--- src/rtl/xwc_pkg.sv ---
package xwc_pkg;
    localparam int DATA_W   = 16;
    localparam int SLOT_W   = 3;
    localparam int NUM_SLOT = 1 << SLOT_W;
    localparam int LOCAL_SLOT = NUM_SLOT - 1;
    localparam int MAP_W    = 2 * (NUM_SLOT - 1);
    localparam int BANK_W   = 4;
    localparam int FLAG_N   = 8;
    localparam int FLAG_LSB = BANK_W;
    localparam int LOCAL_W  = FLAG_LSB + FLAG_N;

    typedef enum logic {
        SEQ_IDLE,
        SEQ_STRETCH
    } seq_state_e;

    typedef struct packed {
        logic              req;
        logic              we;
        logic [SLOT_W-1:0] slot;
    } xfer_t;

    function automatic logic is_local(input logic [SLOT_W-1:0] slot);
        return slot == SLOT_W'(LOCAL_SLOT);
    endfunction

    function automatic logic slot_waits(input logic [MAP_W-1:0] map,
                                        input logic [SLOT_W-1:0] slot,
                                        input logic we);
        logic [SLOT_W:0] idx;
        idx = {slot, we};
        if (is_local(slot))
            return 1'b0;
        return map[idx];
    endfunction
endpackage

--- src/rtl/xwc_sync.sv ---
module xwc_sync #(
    parameter int STAGES = 2
) (
    input  logic clk,
    input  logic rst,
    input  logic async_in,
    output logic sync_out
);
    logic [STAGES-1:0] chain;

    always_ff @(posedge clk) begin
        if (rst)
            chain <= '0;
        else
            chain <= {chain[STAGES-2:0], async_in};
    end

    assign sync_out = chain[STAGES-1];
endmodule

--- src/rtl/xwc_seq.sv ---
module xwc_seq
    import xwc_pkg::*;
(
    input  logic             clk,
    input  logic             rst,
    input  xfer_t            xfer,
    input  logic [MAP_W-1:0] map,
    input  logic             wait_s,
    output logic             ready
);
    seq_state_e state, state_nx;

    always_comb begin
        ready    = 1'b0;
        state_nx = state;
        unique case (state)
            SEQ_IDLE: begin
                if (xfer.req) begin
                    if (is_local(xfer.slot)) begin
                        ready = 1'b1;
                    end else if (slot_waits(map, xfer.slot, xfer.we)) begin
                        state_nx = SEQ_STRETCH;
                    end else begin
                        ready = !wait_s;
                        if (wait_s)
                            state_nx = SEQ_STRETCH;
                    end
                end
            end
            SEQ_STRETCH: begin
                ready = !wait_s;
                if (!wait_s)
                    state_nx = SEQ_IDLE;
            end
            default: state_nx = SEQ_IDLE;
        endcase
    end

    always_ff @(posedge clk) begin
        if (rst)
            state <= SEQ_IDLE;
        else
            state <= state_nx;
    end


    stretch_origin_chk: assert property (@(posedge clk) disable iff (rst)
        (state == SEQ_STRETCH) |-> $past(xfer.req));


    req_hold_chk: assert property (@(posedge clk) disable iff (rst)
        (xfer.req && !ready) |=> (xfer.req && $stable(xfer.slot) && $stable(xfer.we)));
endmodule

--- src/rtl/xwc_local.sv ---
module xwc_local
    import xwc_pkg::*;
(
    input  logic               clk,
    input  logic               rst,
    input  logic               wr,
    input  logic [LOCAL_W-1:0] wdata,
    input  logic [FLAG_N-1:0]  irq_set,
    output logic [BANK_W-1:0]  bank,
    output logic [FLAG_N-1:0]  flags
);
    logic [FLAG_N-1:0] clr_mask;

    assign clr_mask = wr ? wdata[FLAG_LSB +: FLAG_N] : '0;

    always_ff @(posedge clk) begin
        if (rst) begin
            bank  <= '0;
            flags <= '0;
        end else begin
            if (wr)
                bank <= wdata[BANK_W-1:0];
            flags <= (flags & ~clr_mask) | irq_set;
        end
    end


    set_wins_chk: assert property (@(posedge clk) disable iff (rst)
        (irq_set != '0) |=> ((flags & $past(irq_set)) == $past(irq_set)));


    w1c_chk: assert property (@(posedge clk) disable iff (rst)
        (wr && irq_set == '0) |=> ((flags & $past(wdata[FLAG_LSB +: FLAG_N])) == '0));
endmodule

--- src/rtl/extbus_waitctl.sv ---
module extbus_waitctl
    import xwc_pkg::*;
(
    input  logic              clk,
    input  logic              rst,
    input  logic              cfg_we,
    input  logic [MAP_W-1:0]  cfg_wdata,
    input  logic              core_req,
    input  logic              core_we,
    input  logic [SLOT_W-1:0] core_addr,
    input  logic [DATA_W-1:0] core_wdata,
    output logic [DATA_W-1:0] core_rdata,
    output logic              core_ready,
    input  logic [FLAG_N-1:0] irq_set,
    output logic              ext_rd,
    output logic              ext_wr,
    output logic [SLOT_W-1:0] ext_addr,
    output logic [DATA_W-1:0] ext_wdata,
    input  logic [DATA_W-1:0] ext_rdata,
    input  logic              ext_wait,
    output logic [BANK_W-1:0] bank_sel,
    output logic [FLAG_N-1:0] irq_flags
);
    logic [MAP_W-1:0] wait_map;
    logic             wait_s;
    logic             local_hit;
    logic             local_wr;
    xfer_t            xfer;

    always_ff @(posedge clk) begin
        if (rst)
            wait_map <= '0;
        else if (cfg_we)
            wait_map <= cfg_wdata;
    end

    assign xfer      = '{req: core_req, we: core_we, slot: core_addr};
    assign local_hit = is_local(core_addr);
    assign local_wr  = core_req && core_we && local_hit;

    xwc_sync #(.STAGES(2)) u_sync (
        .clk      (clk),
        .rst      (rst),
        .async_in (ext_wait),
        .sync_out (wait_s)
    );

    xwc_seq u_seq (
        .clk    (clk),
        .rst    (rst),
        .xfer   (xfer),
        .map    (wait_map),
        .wait_s (wait_s),
        .ready  (core_ready)
    );

    xwc_local u_local (
        .clk     (clk),
        .rst     (rst),
        .wr      (local_wr),
        .wdata   (core_wdata[LOCAL_W-1:0]),
        .irq_set (irq_set),
        .bank    (bank_sel),
        .flags   (irq_flags)
    );

    assign ext_rd    = core_req && !core_we && !local_hit;
    assign ext_wr    = core_req &&  core_we && !local_hit;
    assign ext_addr  = core_addr;
    assign ext_wdata = core_wdata;

    always_comb begin
        if (local_hit)
            core_rdata = {{(DATA_W-LOCAL_W){1'b0}}, irq_flags, bank_sel};
        else
            core_rdata = ext_rdata;
    end


    local_no_wait_chk: assert property (@(posedge clk) disable iff (rst)
        (core_req && local_hit) |-> (core_ready && !ext_rd && !ext_wr));


    map_hold_chk: assert property (@(posedge clk) disable iff (rst)
        !cfg_we |=> $stable(wait_map));


    bank_hold_chk: assert property (@(posedge clk) disable iff (rst)
        !local_wr |=> $stable(bank_sel));
endmodule

--- config.mk ---
export PLATFORM = sky130hd
export DESIGN_NAME = extbus_waitctl
export DESIGN_NICKNAME = d
export VERILOG_FILES = /design/src/rtl/xwc_pkg.sv /design/src/rtl/xwc_sync.sv /design/src/rtl/xwc_seq.sv /design/src/rtl/xwc_local.sv /design/src/rtl/extbus_waitctl.sv
export SDC_FILE = /design/constraint.sdc
export NUM_CORES = 1
export LEC_CHECK = 0
export BUFFER_PORTS_ARGS = -buffer_cell sky130_fd_sc_hd__buf_2
export CAP_MARGIN = 20
export CORE_ASPECT_RATIO = 1.5
export CORE_MARGIN = 1.5
export CORE_UTILIZATION = 40
export CTS_BUF_LIST = sky130_fd_sc_hd__clkbuf_4 sky130_fd_sc_hd__clkbuf_8
export CTS_CLUSTER_SIZE = 25
export DETAILED_ROUTE_END_ITERATION = 8
export PLACE_DENSITY = 0.8
export SYNTH_ARGS = -nofsm -noshare
export SYNTH_HDL_FRONTEND = slang
export SYNTH_SLANG_ARGS = --single-unit
--- constraint.sdc ---
create_clock -name clk -period 4.1 [get_ports clk]
set_input_delay 0.615 -clock clk [delete_from_list [all_inputs] [get_ports clk]]
set_output_delay 0.615 -clock clk [all_outputs]
set_load 0.1 [all_outputs]
==> impl_metrics.yaml, run 1 <==
synthesis:
  ys_seq_area_share_pct: 38.38
  synth_cell_types: 25
  yosysMostFrequentCell: "dfxtp_1"
  synth-seq-cells: 29
  ys.flop_type: "dfxtp_1"
  yosysWarnings: 0
  synthDominantCellAreaShare_pct: 38.38
  synth_area_um2: 1513
  synth_top_area_cell: "dfxtp_1"
  syn_area_per_cell_um2: 9.224
  async_reset_ff_share_pct: 0
  synthTopCellsByCount: "dfxtp_1 (29), nor2_1 (27), buf_4 (19), mux2i_1 (19), mux2_2 (13)"
  syn-num-nets: 227
  synthTopCellsByArea: "dfxtp_1 (38%), mux2i_1 (13%), mux2_2 (9.7%), buf_4 (9.4%), nor2_1 (6.7%)"
  synth_edf_count: 0
  synthCells: 164
worst_setup_path:
  end_kind: "output port"
  cp_common_cell: "buf_2"
  start_kind: "primary input"
  critPathKind: "in2out"
  required_ps: 3480
  slowest_delay_ps: 530
  slowest_stage: "nand3_1"
  worst_ep_arrival_time_ps: 2260
  path_max_fanout: 17
  cp_cell_sequence: "buf_2 > nand3_1 > nor3b_1 > a21oi_1 > o21ai_1 > buf_2"
placed_design:
  dpl-instance-area_um2: 1898
  dp.cells: 282
  dpl_worst_slack_ps: 1155
  gp_congestion: 0.6990
  dpl.hpwl_um: 2769
  io_buffer_count: 104
grt:
  grt_pass1_vias: 1313
  grt_overflow: 0
  antenna_found_initial: 0
  grt_max_degree: 30
  grt_pass1_wl_um: 5547
  grt_usage_pct: 17.89
final_layout:
  final_cell_area_um2: 1999
  layout-area-overhead-vs-synth_pct: 32.18
  num_antenna_cells: 0
  drive_gt1_share_pct: 51.42
  fill_cells: 360
  nets: 309
  final_cells: 290
  utilization_pct: 54.80
clock_tree:
  cts_setup_buffers: 0
  clock_latency_ps: 280
  path_clk_slew_ps: 60
  clock_sinks: 29
  root_buffer: "clkbuf_8"
  cts_buffer_depth: 2
  post_cts_resized: 0
  numCtsBuffers: 5
  hold_buffers: 0
  cts_htree_levels: 2
  cts_tree: "yes"
sta:
  final.setup_skew_ps: 5.882
  grt_setup_unrepaired: "false"
  setup_viol: 0
  slew_violations: 0
  finalSetupTns_ps: 0
  fmax_ghz: 0.3478
  final.setup.worst_slack_ps: 1225
  post-route-period-util_pct: 70.13
  slew_headroom_pct: 51.88
  finalCriticalPeriod_ps: 2875
  hold_viol: 0
  tightest_slew_ps: 719.7
route:
  ant_nets: 0
  drcViolationCount: 0
  wire_per_inst_um: 12.38
  drt_iter0_markers: 14
  num_vias: 1429
  met3_length_um: 242
  routed_wirelength_um: 3590
  via_per_inst: 4.928
  wl_met2_um: 1932
  dr.pass1.iters: 4
  top_layer: "met4"
  wl_met1_um: 1342
floorplan:
  row_count: 27
  core-area_um2: 3649
  num_io_pins: 113
  die_height_um: 78.32
  die_area_um2: 4167
  start_util_pct: 41.46
  die_width_um: 53.21
pwr:
  ir_drop_mv: 0.2794
  p_leak_nw: 1.052
  pwr_density_cell_nw_per_um2: 438.4
hold_path:
  hold_class: "reg2reg"
job:
  maxCapViolations: 0
outcome:
  status: "completed"
-- per-stage QoR --
| stage | power (W) | hold WS (ps) |
|---|---|---|
| 3_3_place_gp | 0.0006268 | 433.4 |
| 4_1_cts | 0.0008883 | 447.0 |
| 3_5_place_dp | 0.0006301 | 439.5 |
| 6_report | 0.0008766 | 441.0 |
| 5_1_grt | 0.0009155 | 461.8 |
| 2_1_floorplan | 0.0005973 | 413.8 |
-- worst paths after layout --
kind / from / slack [ps] / endpoint / depth (start not counted)
min: u_sync.chain[0] / 440 / u_sync.chain[1] / 1
max reg2reg: wait_map[7] / 2720 / u_seq.state / 4
min reg2reg: u_sync.chain[0] / 440 / u_sync.chain[1] / 1
max: core_addr[1] / 1220 / core_ready / 6
-- state kept, by name, indices dropped and copies added (netlist names) --
register	cells
u_local.flags	8
wait_map	14
u_seq.state	1
u_sync.chain	2
u_local.bank	4
-- cell usage in the layout (no fill, tap or decap) --
master	synthesis	layout
a2111oi_0	1	1
a21oi_1	9	9
and2_1	4	4
and3_1	2	2
buf_2	1	104
clkbuf_8	0	7
clkinv_2	0	1
dfxtp_1	29	29
inv_1	2	2
mux2_2	13	13
mux2i_1	19	19
mux4_2	2	2
nand2_1	4	4
nand3_1	2	2
nand3b_1	1	1
nand4_1	9	9
nor2_1	27	27
nor2b_1	4	4
nor3b_1	2	2
nor4_1	1	1
o21ai_0	2	1
o21ai_1	0	1
o311a_1	1	1
or3_1	1	1
-- layout make-up --
class	count	area [µm²]	share of cell area, %
well taps	43	53.80	2.691
clock buffers	7	96.34	4.819
flip-flops and latches	29	580.6	29.04
clock inverters	1	5.005	0.2503
multi-input cells	104	735.7	36.80
repair buffers	104	520.5	26.03
inverters	2	7.507	0.3755
-- metal layers --
| metal | up-vias | track usage, % |
|---|---|---|
| met1 | 656 | 18.56 |
| li1 | 714 | - |
| met2 | 54 | 31.98 |
| met4 | 0 | 10.26 |
| met3 | 5 | 3.042 |
| met5 | - | 0 |
-- cells by family after synthesis --
group / Yosys count / synth area share (%)
simple gates: 57 / 18.53
mux: 34 / 25.23
flops: 29 / 38.38
buf+inv: 31 / 12.99
compound gates: 13 / 4.880
-- worst max-delay path, delay by kind of cell --
kind | cells | cell delay [ps]
compound gates | 2 | 140
buf+inv | 2 | 590
simple gates | 2 | 910
-- power by group --
| part | leakage [nW] | switching, W | internal (W) |
|---|---|---|---|
| logic | 0.758 | 0.000250 | 0.0000658 |
| registers | 0.240 | 0.00000910 | 0.000298 |
| clock network | 0.0542 | 0.000103 | 0.000151 |
| total | 1.05 | 0.000362 | 0.000515 |
Power figures use the tool's default switching activity.
==> inputs of run 2 (changes only) <==
ABC_AREA = 1   (was unset)
CORE_UTILIZATION = 38   (was 40)
PLACE_DENSITY = 0.78   (was 0.8)
clock period = 2.63 ns   (was 4.1 ns; I/O delays follow)
==> impl_metrics.yaml, run 2 <==
outcome:
  status: "completed"
worst_setup_path:
  reg2reg_from: "wait_map[10]"
  path_max_fanout: 20
  reg2reg_to: "u_seq.state"
  critical_path.endpoint: "core_rdata[9]"
  crit_start: "core_addr[0]"
  reg2reg_depth: 7
  r2r_slack_ps: 1550
  critPathKind: "in2out"
  worst_ep_arrival_time_ps: 1720
  start_kind: "primary input"
  required_ps: 2240
  end_kind: "output port"
grt:
  grt_max_degree: 30
  grt_pass1_wl_um: 6161
  grt_overflow: 0
  antenna_found_initial: 0
  grt_pass1_vias: 1507
  grt_usage_pct: 17.30
synthesis:
  synth-adder-area-share_pct: 0
  synthDominantCellAreaShare_pct: 36.36
  syn_area_per_cell_um2: 6.625
  yosysMostFrequentCell: "nand2_1"
  synth_mux_area_share_pct: 0
  synthSimpleGateAreaFrac_pct: 32.45
  synth-xor-area-share_pct: 0
  synth-seq-cells: 29
  synth_edf_count: 0
  synth_cell_types: 18
  syn-num-nets: 304
  synthTopCellsByArea: "dfxtp_1 (36%), nand2_1 (19%), buf_4 (8.9%), inv_1 (6.1%), nor2_1 (5.9%)"
  ys.flop_type: "dfxtp_1"
  synthCells: 241
  synth_top_family_by_area: "simple AND/OR/NAND/NOR gates"
  async_reset_ff_share_pct: 0
  ys_seq_area_share_pct: 36.36
  synthTopCellsByCount: "nand2_1 (80), dfxtp_1 (29), inv_1 (26), nor2_1 (25), buf_4 (19)"
  synth_compound_area_share_pct: 12.07
  synth_area_um2: 1597
  yosysWarnings: 0
  synth_top_area_cell: "dfxtp_1"
sta:
  post-route-period-util_pct: 80.36
  final.setup_skew_ps: 3.715
  hold_viol: 0
  slew_violations: 0
  finalSetupTns_ps: 0
  slew_headroom_pct: 62.74
  fmax_ghz: 0.4732
  setup_viol: 0
  grt_setup_unrepaired: "false"
  finalCriticalPeriod_ps: 2113
  tightest_slew_ps: 558.3
route:
  ant_nets: 0
  num_vias: 1682
  wire_per_inst_um: 10.74
  via_per_inst: 4.558
  drcViolationCount: 0
  drt_iter0_markers: 22
  dr.pass1.iters: 4
  routed_wirelength_um: 3963
floorplan:
  die_width_um: 55.93
  start_util_pct: 39.97
  num_io_pins: 113
  die_area_um2: 4607
  core-area_um2: 3994
  die_height_um: 82.39
  row_count: 28
clock_tree:
  numCtsBuffers: 5
  cts_tree: "yes"
  clock_sinks: 29
  post_cts_resized: 0
  hold_buffers: 0
  cts_htree_levels: 2
  cts_setup_buffers: 0
  clock_latency_ps: 270
  root_buffer: "clkbuf_8"
  cts_buffer_depth: 2
  path_clk_slew_ps: 60
final_layout:
  num_antenna_cells: 0
  largest_register_ff_count: 14
  final_cell_mix: "buf_2 (103), nand2_1 (80), dfxtp_1 (29)"
  reg.largest.list: "wait_map x14, u_local.flags x8, u_local.bank x4"
  drive_gt1_share_pct: 40.43
  top_register: "wait_map"
  final_common_cell: "buf_2"
  layout-area-overhead-vs-synth_pct: 31.11
  final_cell_area_um2: 2093
  nets: 387
  fill_cells: 433
placed_design:
  dpl.hpwl_um: 3134
  io_buffer_count: 104
  dpl-instance-area_um2: 2003
  gp_congestion: 0.7344
hold_path:
  hold_class: "in2reg"
job:
  maxCapViolations: 0
pwr:
  pwr_density_cell_nw_per_um2: 651.0
  ir_drop_mv: 0.3624
  power_w: 0.001363
  p_leak_nw: 1.175
==> run 2: cell types whose count changed after synthesis, moves of 6 or more <==
cell      before  now
nand4_1        9    0
nand3_1        2   10
mux2_2        13    0
nand2_2        0    7
nand2_1        4   80
a21oi_2        0    6
a211oi_1       0   11
mux2i_1       19    0
inv_1          2   26
==> run 2: routing by layer <==
metal / track usage, % / routed length, µm / vias up / share of wire (%)
met3: 5.140 / 352 / 5 / 8.9
met4: 6.667 / 63 / 0 / 1.6
met2: 33.33 / 1993 / 75 / 50
met1: 17.55 / 1553 / 716 / 39
met5: 0 / 0 / - / 0
li1: - / - / 886 / -
==> run 2: area by class of cell <==
class                      count  area (µm²)  area share (%)
inverter                      30       112.6           5.380
sequential                    29       580.6           27.73
clock buffer                   7       90.09           4.304
tap                           45       56.30           2.690
timing repair buffer         105       543.0           25.94
multi-input combinational    153       710.7           33.95
==> run 2: worst min-delay path by stage <==
stage / start / endpoint / cells past startpoint
2_1_floorplan: u_sync.chain[0] / u_sync.chain[1] / 2
3_3_place_gp: u_sync.chain[0] / u_sync.chain[1] / 2
3_5_place_dp: u_sync.chain[0] / u_sync.chain[1] / 2
4_1_cts: irq_set[1] / u_local.flags[1] / 3
5_1_grt: irq_set[7] / u_local.flags[7] / 3
6_report: ext_wait / u_sync.chain[0] / 3
==> run 2: where the power goes <==
group / leakage, nW / total [W] / switching (W) / internal, W
combinational: 0.887 / 0.000516 / 0.000414 / 0.000102
sequential: 0.240 / 0.000480 / 0.0000141 / 0.000466
clock: 0.0477 / 0.000366 / 0.000149 / 0.000217
total: 1.17 / 0.00136 / 0.000577 / 0.000785
==> run 2: kinds of logic (layout without fill, tap and decap cells) <==
logic type	Yosys count	in the layout
AND/OR/NAND/NOR	125	125
buffers and inverters	59	142
flip-flops	29	29
AO/OA/AOI/OAI	28	28
==> run 2: stage by stage <==
| stage | hold slack (ps) | utilization, % | worst slack [ps] | std cells |
|---|---|---|---|---|
| 4_1_cts | 316.6 | 52.41 | 495.1 | 369 |
| 6_report | 326.2 | 52.41 | 516.5 | 369 |
| 5_1_grt | 329.5 | 52.41 | 355.4 | 369 |
| 3_5_place_dp | 399.0 | 50.16 | 507.1 | 362 |
| 3_3_place_gp | 395.2 | 50.16 | 522.1 | 362 |
| 2_1_floorplan | 388.3 | - | 425.6 | 241 |
==> run 2: worst max-delay path, stage by stage <==
cell and delay, ps:
buf_2 130, inv_2 90, nor3_4 50, inv_1 410, nand2_1 110, nand2_1 90
buf_2 420
